### src/rtl/tmr_glue_pkg.sv
package tmr_glue_pkg;

  typedef enum logic [1:0] {
    ADDR_CTRL = 2'd0,
    ADDR_STAT = 2'd1,
    ADDR_IEN  = 2'd2,
    ADDR_NONE = 2'd3
  } reg_addr_e;

  typedef struct packed {
    logic cascade;
    logic ext4;
    logic ext3;
    logic gate5;
    logic gate4;
    logic gate3;
  } tmr_ctrl_t;

  localparam int CTRL_W = $bits(tmr_ctrl_t);
  localparam int NCH    = 3;

endpackage

### src/rtl/tmr_edge_sync.sv
module tmr_edge_sync #(
  parameter int STAGES = 2
) (
  input  logic clk,
  input  logic rst_n,
  input  logic pin_i,
  output logic rise_o
);
  logic [STAGES:0] sh_q, sh_nxt;

  always_comb begin
    sh_nxt = {sh_q[STAGES-1:0], pin_i};
  end

  always_ff @(posedge clk or negedge rst_n) begin
    if (!rst_n) sh_q <= '0;
    else        sh_q <= sh_nxt;
  end

  assign rise_o = sh_q[STAGES-1] & ~sh_q[STAGES];
endmodule

### src/rtl/tmr_down_cnt.sv
module tmr_down_cnt #(
  parameter int W      = 16,
  parameter int RELOAD = 3
) (
  input  logic         clk,
  input  logic         rst_n,
  input  logic         step_i,
  output logic         tc_o,
  output logic [W-1:0] cnt_o
);
  localparam logic [W-1:0] RLD = W'(RELOAD);

  logic [W-1:0] cnt_q, cnt_nxt;

  assign tc_o = step_i && (cnt_q == '0);

  always_comb begin
    cnt_nxt = cnt_q;
    if (step_i) cnt_nxt = (cnt_q == '0) ? RLD : cnt_q - 1'b1;
  end

  always_ff @(posedge clk or negedge rst_n) begin
    if (!rst_n) cnt_q <= RLD;
    else        cnt_q <= cnt_nxt;
  end

  assign cnt_o = cnt_q;


  wrap_reload_chk: assert property (@(posedge clk) disable iff (!rst_n)
    (step_i && cnt_q == '0) |=> (cnt_q == RLD));

  idle_hold_chk: assert property (@(posedge clk) disable iff (!rst_n)
    !step_i |=> $stable(cnt_q));
endmodule

### src/rtl/tmr_flag_reg.sv
module tmr_flag_reg #(
  parameter int N = 3
) (
  input  logic         clk,
  input  logic         rst_n,
  input  logic [N-1:0] set_i,
  input  logic [N-1:0] clr_i,
  output logic [N-1:0] flag_o
);
  logic [N-1:0] flag_q, flag_nxt;

  always_comb begin
    flag_nxt = (flag_q & ~clr_i) | set_i;
  end

  always_ff @(posedge clk or negedge rst_n) begin
    if (!rst_n) flag_q <= '0;
    else        flag_q <= flag_nxt;
  end

  assign flag_o = flag_q;

  for (genvar i = 0; i < N; i++) begin : g_chk

    set_wins_chk: assert property (@(posedge clk) disable iff (!rst_n)
      set_i[i] |=> flag_q[i]);

    clear_chk: assert property (@(posedge clk) disable iff (!rst_n)
      (clr_i[i] && !set_i[i]) |=> !flag_q[i]);

    hold_chk: assert property (@(posedge clk) disable iff (!rst_n)
      (!clr_i[i] && !set_i[i]) |=> $stable(flag_q[i]));
  end
endmodule

### src/rtl/tmr_glue_top.sv
module tmr_glue_top
  import tmr_glue_pkg::*;
#(
  parameter int CNT_W       = 16,
  parameter int DIV         = 8,
  parameter int RELOAD3     = 3,
  parameter int RELOAD4     = 2,
  parameter int RELOAD5     = 5,
  parameter int SYNC_STAGES = 2
) (
  input  logic       clk,
  input  logic       rst_n,
  input  logic       wr_en,
  input  logic [1:0] addr,
  input  logic [7:0] wr_data,
  output logic [7:0] rd_data,
  input  logic       ext_en,
  input  logic       ext_clk3,
  input  logic       ext_clk4,
  output logic       irq
);
  localparam int DIV_W = (DIV > 1) ? $clog2(DIV) : 1;
  localparam logic [DIV_W-1:0] DIV_LAST = DIV_W'(DIV - 1);

  reg_addr_e sel;
  assign sel = reg_addr_e'(addr);

  // host registers
  tmr_ctrl_t      ctrl_q, ctrl_nxt;
  logic [NCH-1:0] ien_q, ien_nxt;

  always_comb begin
    ctrl_nxt = ctrl_q;
    ien_nxt  = ien_q;
    if (wr_en && sel == ADDR_CTRL) ctrl_nxt = tmr_ctrl_t'(wr_data[CTRL_W-1:0]);
    if (wr_en && sel == ADDR_IEN)  ien_nxt  = wr_data[NCH-1:0];
  end

  always_ff @(posedge clk or negedge rst_n) begin
    if (!rst_n) begin
      ctrl_q <= '0;
      ien_q  <= '0;
    end else begin
      ctrl_q <= ctrl_nxt;
      ien_q  <= ien_nxt;
    end
  end

  // internal tick divider
  logic [DIV_W-1:0] div_q, div_nxt;
  logic             int_tick;

  assign int_tick = (div_q == DIV_LAST);

  always_comb begin
    div_nxt = int_tick ? '0 : div_q + 1'b1;
  end

  always_ff @(posedge clk or negedge rst_n) begin
    if (!rst_n) div_q <= '0;
    else        div_q <= div_nxt;
  end

  // external pin conditioning
  logic [1:0] pins, rise;
  assign pins = {ext_clk4, ext_clk3};

  for (genvar p = 0; p < 2; p++) begin : g_sync
    tmr_edge_sync #(.STAGES(SYNC_STAGES)) u_sync (
      .clk    (clk),
      .rst_n  (rst_n),
      .pin_i  (pins[p]),
      .rise_o (rise[p])
    );
  end

  // step selection
  logic src3, src4, step3, step4, step5;
  logic tc3, tc4, tc5;
  logic [CNT_W-1:0] cnt3, cnt4, cnt5;

  always_comb begin
    src3  = ctrl_q.ext3 ? (rise[0] & ext_en) : int_tick;
    src4  = ctrl_q.ext4 ? (rise[1] & ext_en) : int_tick;
    step3 = src3 & ctrl_q.gate3;
    step4 = ctrl_q.cascade ? (tc3 & ctrl_q.gate4) : (src4 & ctrl_q.gate4);
    step5 = int_tick & ctrl_q.gate5;
  end

  tmr_down_cnt #(.W(CNT_W), .RELOAD(RELOAD3)) u_cnt3 (
    .clk (clk), .rst_n (rst_n), .step_i (step3), .tc_o (tc3), .cnt_o (cnt3));
  tmr_down_cnt #(.W(CNT_W), .RELOAD(RELOAD4)) u_cnt4 (
    .clk (clk), .rst_n (rst_n), .step_i (step4), .tc_o (tc4), .cnt_o (cnt4));
  tmr_down_cnt #(.W(CNT_W), .RELOAD(RELOAD5)) u_cnt5 (
    .clk (clk), .rst_n (rst_n), .step_i (step5), .tc_o (tc5), .cnt_o (cnt5));

  // flags
  logic [NCH-1:0] flag_set, flag_clr, flags;

  always_comb begin
    flag_set = {tc5, tc4, tc3 & ~ctrl_q.cascade};
    flag_clr = (wr_en && sel == ADDR_STAT) ? wr_data[NCH-1:0] : '0;
  end

  tmr_flag_reg #(.N(NCH)) u_flags (
    .clk (clk), .rst_n (rst_n), .set_i (flag_set), .clr_i (flag_clr), .flag_o (flags));

  assign irq = |(flags & ien_q);

  always_comb begin
    unique case (sel)
      ADDR_CTRL: rd_data = {{(8-CTRL_W){1'b0}}, ctrl_q};
      ADDR_STAT: rd_data = {{(8-NCH){1'b0}}, flags};
      ADDR_IEN:  rd_data = {{(8-NCH){1'b0}}, ien_q};
      default:   rd_data = 8'h00;
    endcase
  end


  cascade_hold_chk: assert property (@(posedge clk) disable iff (!rst_n)
    (ctrl_q.cascade && !tc3) |=> $stable(cnt4));

  ext_qual_chk: assert property (@(posedge clk) disable iff (!rst_n)
    (ctrl_q.ext3 && !ext_en) |=> $stable(cnt3));

  gate5_off_chk: assert property (@(posedge clk) disable iff (!rst_n)
    !ctrl_q.gate5 |=> $stable(cnt5));

  no_flag3_casc_chk: assert property (@(posedge clk) disable iff (!rst_n)
    (ctrl_q.cascade && !flags[0] && !wr_en) |=> !flags[0]);
endmodule

### config.mk
export PLATFORM = sky130hd
export DESIGN_NAME = tmr_glue_top
export DESIGN_NICKNAME = d
export VERILOG_FILES = /design/src/rtl/tmr_glue_pkg.sv /design/src/rtl/tmr_edge_sync.sv /design/src/rtl/tmr_down_cnt.sv /design/src/rtl/tmr_flag_reg.sv /design/src/rtl/tmr_glue_top.sv
export SDC_FILE = /design/constraint.sdc
export NUM_CORES = 1
export LEC_CHECK = 0
export BUFFER_PORTS_ARGS = -buffer_cell sky130_fd_sc_hd__buf_2
export CAP_MARGIN = 20
export CORE_MARGIN = 5
export CORE_UTILIZATION = 55
export CTS_BUF_LIST = sky130_fd_sc_hd__clkbuf_8
export DETAILED_ROUTE_END_ITERATION = 8
export GPL_ROUTABILITY_DRIVEN = 0
export HOLD_SLACK_MARGIN = 0.1
export PLACE_DENSITY = 0.84
export SYNTH_ARGS = -nofsm -noshare
export SYNTH_HDL_FRONTEND = slang
export SYNTH_SLANG_ARGS = --single-unit
### constraint.sdc
create_clock -name clk -period 6.7 [get_ports clk]
set_clock_uncertainty 0.05 [all_clocks]
set_input_delay 0.67 -clock clk [delete_from_list [all_inputs] [get_ports clk]]
set_output_delay 0.67 -clock clk [all_outputs]
set_load 0.05 [all_outputs]
==> flow_summary.rst <==
.. list-table::
   :header-rows: 1

   * - Metric
     - Value
   * - Most frequent cells after synthesis
     - 64 x dfrtp_1, 44 x nor2_1, 21 x nand2_1
   * - Total wirelength of the detailed-routed design
     - 6.599 mm
   * - Number of antenna violations at the first check in global routing
     - 0
   * - Depth of the CTS H-tree
     - 3
   * - Routed wire length on met2
     - a little over 3 mm
   * - Die outline width
     - 88.82 microns
   * - Post-DP HPWL
     - roughly 4.7 mm
   * - Count of mapped cells out of synthesis
     - 333
   * - Final max-slew violation count
     - 0
   * - Buffer depth of the longest clock path
     - 2
   * - Resized cells post-CTS
     - 0
   * - Start-to-end type of the worst setup path
     - register to register
   * - Highest metal layer with signal wires
     - met4
   * - N_diodes
     - 0
   * - Seq/Total Area, Yosys
     - 50.71%
   * - DR iter-0 viols
     - 161
   * - Total die area
     - 7889 sq um
   * - Instance area after placement
     - 3568 sq um
   * - Shortest period the worst path allows
     - 2.990 ns
   * - Detailed-route wire length per cell
     - 15.10 microns
   * - Required time reported for the critical path endpoint
     - around 6.9 ns
   * - Stage delay of the slowest cell on the critical path
     - 0.60 ns
   * - Outcome
     - finished clean
   * - Combined area of all synthesized cells
     - 3417 sq um
   * - Fraction of layout cells with a size suffix above 1
     - 19.61%
   * - Buf/Inv on CP
     - 0
   * - Largest cells by area after synthesis
     - dfrtp_1 47%, nor2_1 4.8%, mux2_2 4.6%
   * - Highest attainable clock frequency
     - approximately 0.33 GHz
   * - Vertical extent of the die
     - between 80 and 90 microns
   * - Post-Synthesis Mean Instance Area
     - roughly 10 sq um
   * - Ratio of final minimum period to clock period
     - 44.63%
   * - Vias in the first global route
     - 2,561
   * - Overall power consumption
     - 1.433 mW
   * - Largest vdd supply drop
     - 198.9 uV
   * - CTS sink cnt
     - 69
   * - Number of maximum-capacitance violations
     - 0
   * - FILL cells
     - 465
   * - Post-synth top area cell
     - dfrtp_1
   * - Power density over cell area
     - 378.3 nW/um^2
   * - Initial core utilization
     - between 50% and 60%
   * - Total clock buffers created by CTS
     - 9
   * - Clock insertion delay at the later pin of the skew report
     - 0.34 ns
   * - Final non-filler cell area
     - 3787 sq um
   * - Setup-violating endpoint count in the final report
     - 0
   * - First-pass GRT wire length
     - roughly 12 mm
   * - TritonCTS clock tree
     - yes
   * - Post-route antenna net violation count
     - 0
   * - Number of distinct library cells after synthesis
     - between 50 and 60
   * - Nets@finish
     - 380
   * - Startpoint Class
     - register
   * - Arr. time, crit path
     - ~3.2 ns
   * - Critical path capture point type
     - register
   * - Clock Pin Slew Worst Setup and Hold Paths
     - roughly 0.070 ns
   * - Reported leakage power
     - 1.687 nW
   * - Global-route congestion overflow total
     - 0
   * - Via count
     - 2,591
   * - Least-Margin Pin Slew
     - 0.8380 ns
   * - Flip-flop and latch count after synthesis
     - 69
   * - Crit path cell chain
     - or4_4 > or4_4 > o32a_1 > nor4_1 > mux2_2
   * - Family with the most delay on the worst path
     - simple AND/OR/NAND/NOR gates
   * - Post-synth top flop
     - dfrtp_1
   * - Fraction of post-synthesis cell area in the top cell type by area
     - 46.87%
   * - Average via count per standard cell
     - 5.929
   * - Number of failing hold endpoints at the final stage
     - 0
   * - Worst path slowest cell
     - or4_4
   * - Floorplan core area
     - between 5000 and 6000 sq um
   * - Combined global-route utilization of all metal layers
     - 19.10%
   * - Fraction of registers with async set or reset after synthesis
     - 100.0%
   * - Headroom to the max-slew limit
     - 44.13%
   * - Area growth from synthesis to layout
     - 10.84%
   * - Number of I/O pins
     - 25
   * - Port Buffer Count
     - 20
   * - Pin count of the biggest net entering global routing
     - 70
   * - Root buf cell
     - clkbuf_8
   * - Number of enable flip-flop cells after synthesis
     - 0
   * - Number of buffers inserted to repair setup after CTS
     - 0
   * - Type of the most critical hold path
     - register to register
   * - Placement Rows
     - 28
   * - Crit path max fanout
     - 11
   * - Hold-fix buffer count after cts
     - 0
   * - RSZ-0062 raised after global routing
     - false
   * - Most repeated cell in the gate-level netlist after synthesis
     - dfrtp_1
   * - Routed length on met1
     - between 3 and 4 mm
   * - Routed length on met3
     - 416 microns
   * - Final setup TNS
     - 0 ns
   * - Number of search-and-repair iterations in the first detailed-routing pass
     - 4
   * - Synth warnings
     - 0
   * - Cell type with the highest occurrence count on the critical path
     - or4_4
   * - Drc violations
     - 0
==> layout by cell type, fill, tap and decap left out, types with 4 or more instances in the layout <==
master / instances
nor4_1: 9
nor2_1: 44
or3_1: 8
o31ai_1: 5
nor3_1: 14
ha_1: 7
inv_1: 10
a21oi_1: 6
nand3_1: 10
nand2_1: 21
dfstp_2: 5
nand2b_1: 4
o21ai_1: 9
mux2_2: 14
clkbuf_8: 9
dfrtp_1: 64
and2_1: 6
o21ai_0: 17
buf_2: 21
xor2_1: 9
xnor2_1: 8
==> logic make-up (layout without fill, tap and decap cells) <==
family,Yosys count,count (layout),synth area share (%)
other,1,2,0.1097
DFF,69,69,50.71
adders and majority gates,7,7,2.563
and+or+nand+nor,143,143,22.19
buffers and inverters,20,48,2.673
xor gates and xnor gates,17,17,4.358
muxes,19,19,6.152
AOI/OAI and AO/OA,57,57,11.24
==> per-layer routing <==
layer / global-route usage, % / vias up
met3: 4.655 / 7
met2: 29.01 / 74
met5: 0 / -
met1: 26.05 / 1273
met4: 8.379 / 0
li1: - / 1237
==> per-stage QoR <==
step / hold slack, ns / utilization [%] / worst slack, ns / std cells
5_1_grt: 0.3178 / 63.22 / 3.598 / 437
4_1_cts: 0.3104 / 63.14 / 3.716 / 436
3_3_place_gp: 0.2827 / 59.57 / 3.745 / 420
3_5_place_dp: 0.2936 / 59.57 / 3.723 / 420
2_1_floorplan: 0.2812 / - / 3.858 / 334
6_report: 0.3071 / 63.22 / 3.710 / 437
==> layout make-up <==
class                   instances  area (sq um)  area share (%)
flip-flops and latches         69          1733           45.75
multi-input cells             245          1597           42.15
clock buffers                   9         123.9           3.271
repair buffers                 22         112.6           2.973
well taps                      75         93.84           2.478
clock inverters                 7         90.09           2.379
inverters                      10         37.54          0.9911
==> final timing paths <==
kind                                           from                       end  slack (ns)  cells past startpoint
max in group asynchronous                     rst_n           u_cnt5.cnt_o[6]        5.59                      2
hold reg to reg            g_sync[0].u_sync.sh_q[0]  g_sync[0].u_sync.sh_q[1]        0.31                      0
hold / removal             g_sync[0].u_sync.sh_q[0]  g_sync[0].u_sync.sh_q[1]        0.31                      0
setup reg to reg                    u_cnt3.cnt_o[2]          u_cnt4.cnt_o[15]        3.71                      5
min in group asynchronous                     rst_n          u_cnt4.cnt_o[14]        0.46                      2
setup / recovery                    u_cnt3.cnt_o[2]          u_cnt4.cnt_o[15]        3.71                      5
==> power by group <==
group	internal, mW	switching [mW]
clock network	0.207	0.155
registers	0.545	0.117
logic	0.176	0.232
==> sequential cells by signal, indices dropped and copies added (netlist names) <==
| register | cells |
|---|---|
| u_cnt3.cnt_o | 16 |
| u_cnt4.cnt_o | 16 |
| u_cnt5.cnt_o | 16 |
| ctrl_q | 6 |
| g_sync.u_sync.sh_q | 6 |
| div_q | 3 |
| ien_q | 3 |
| u_flags.flag_o | 3 |
Power figures use the tool's default switching activity.
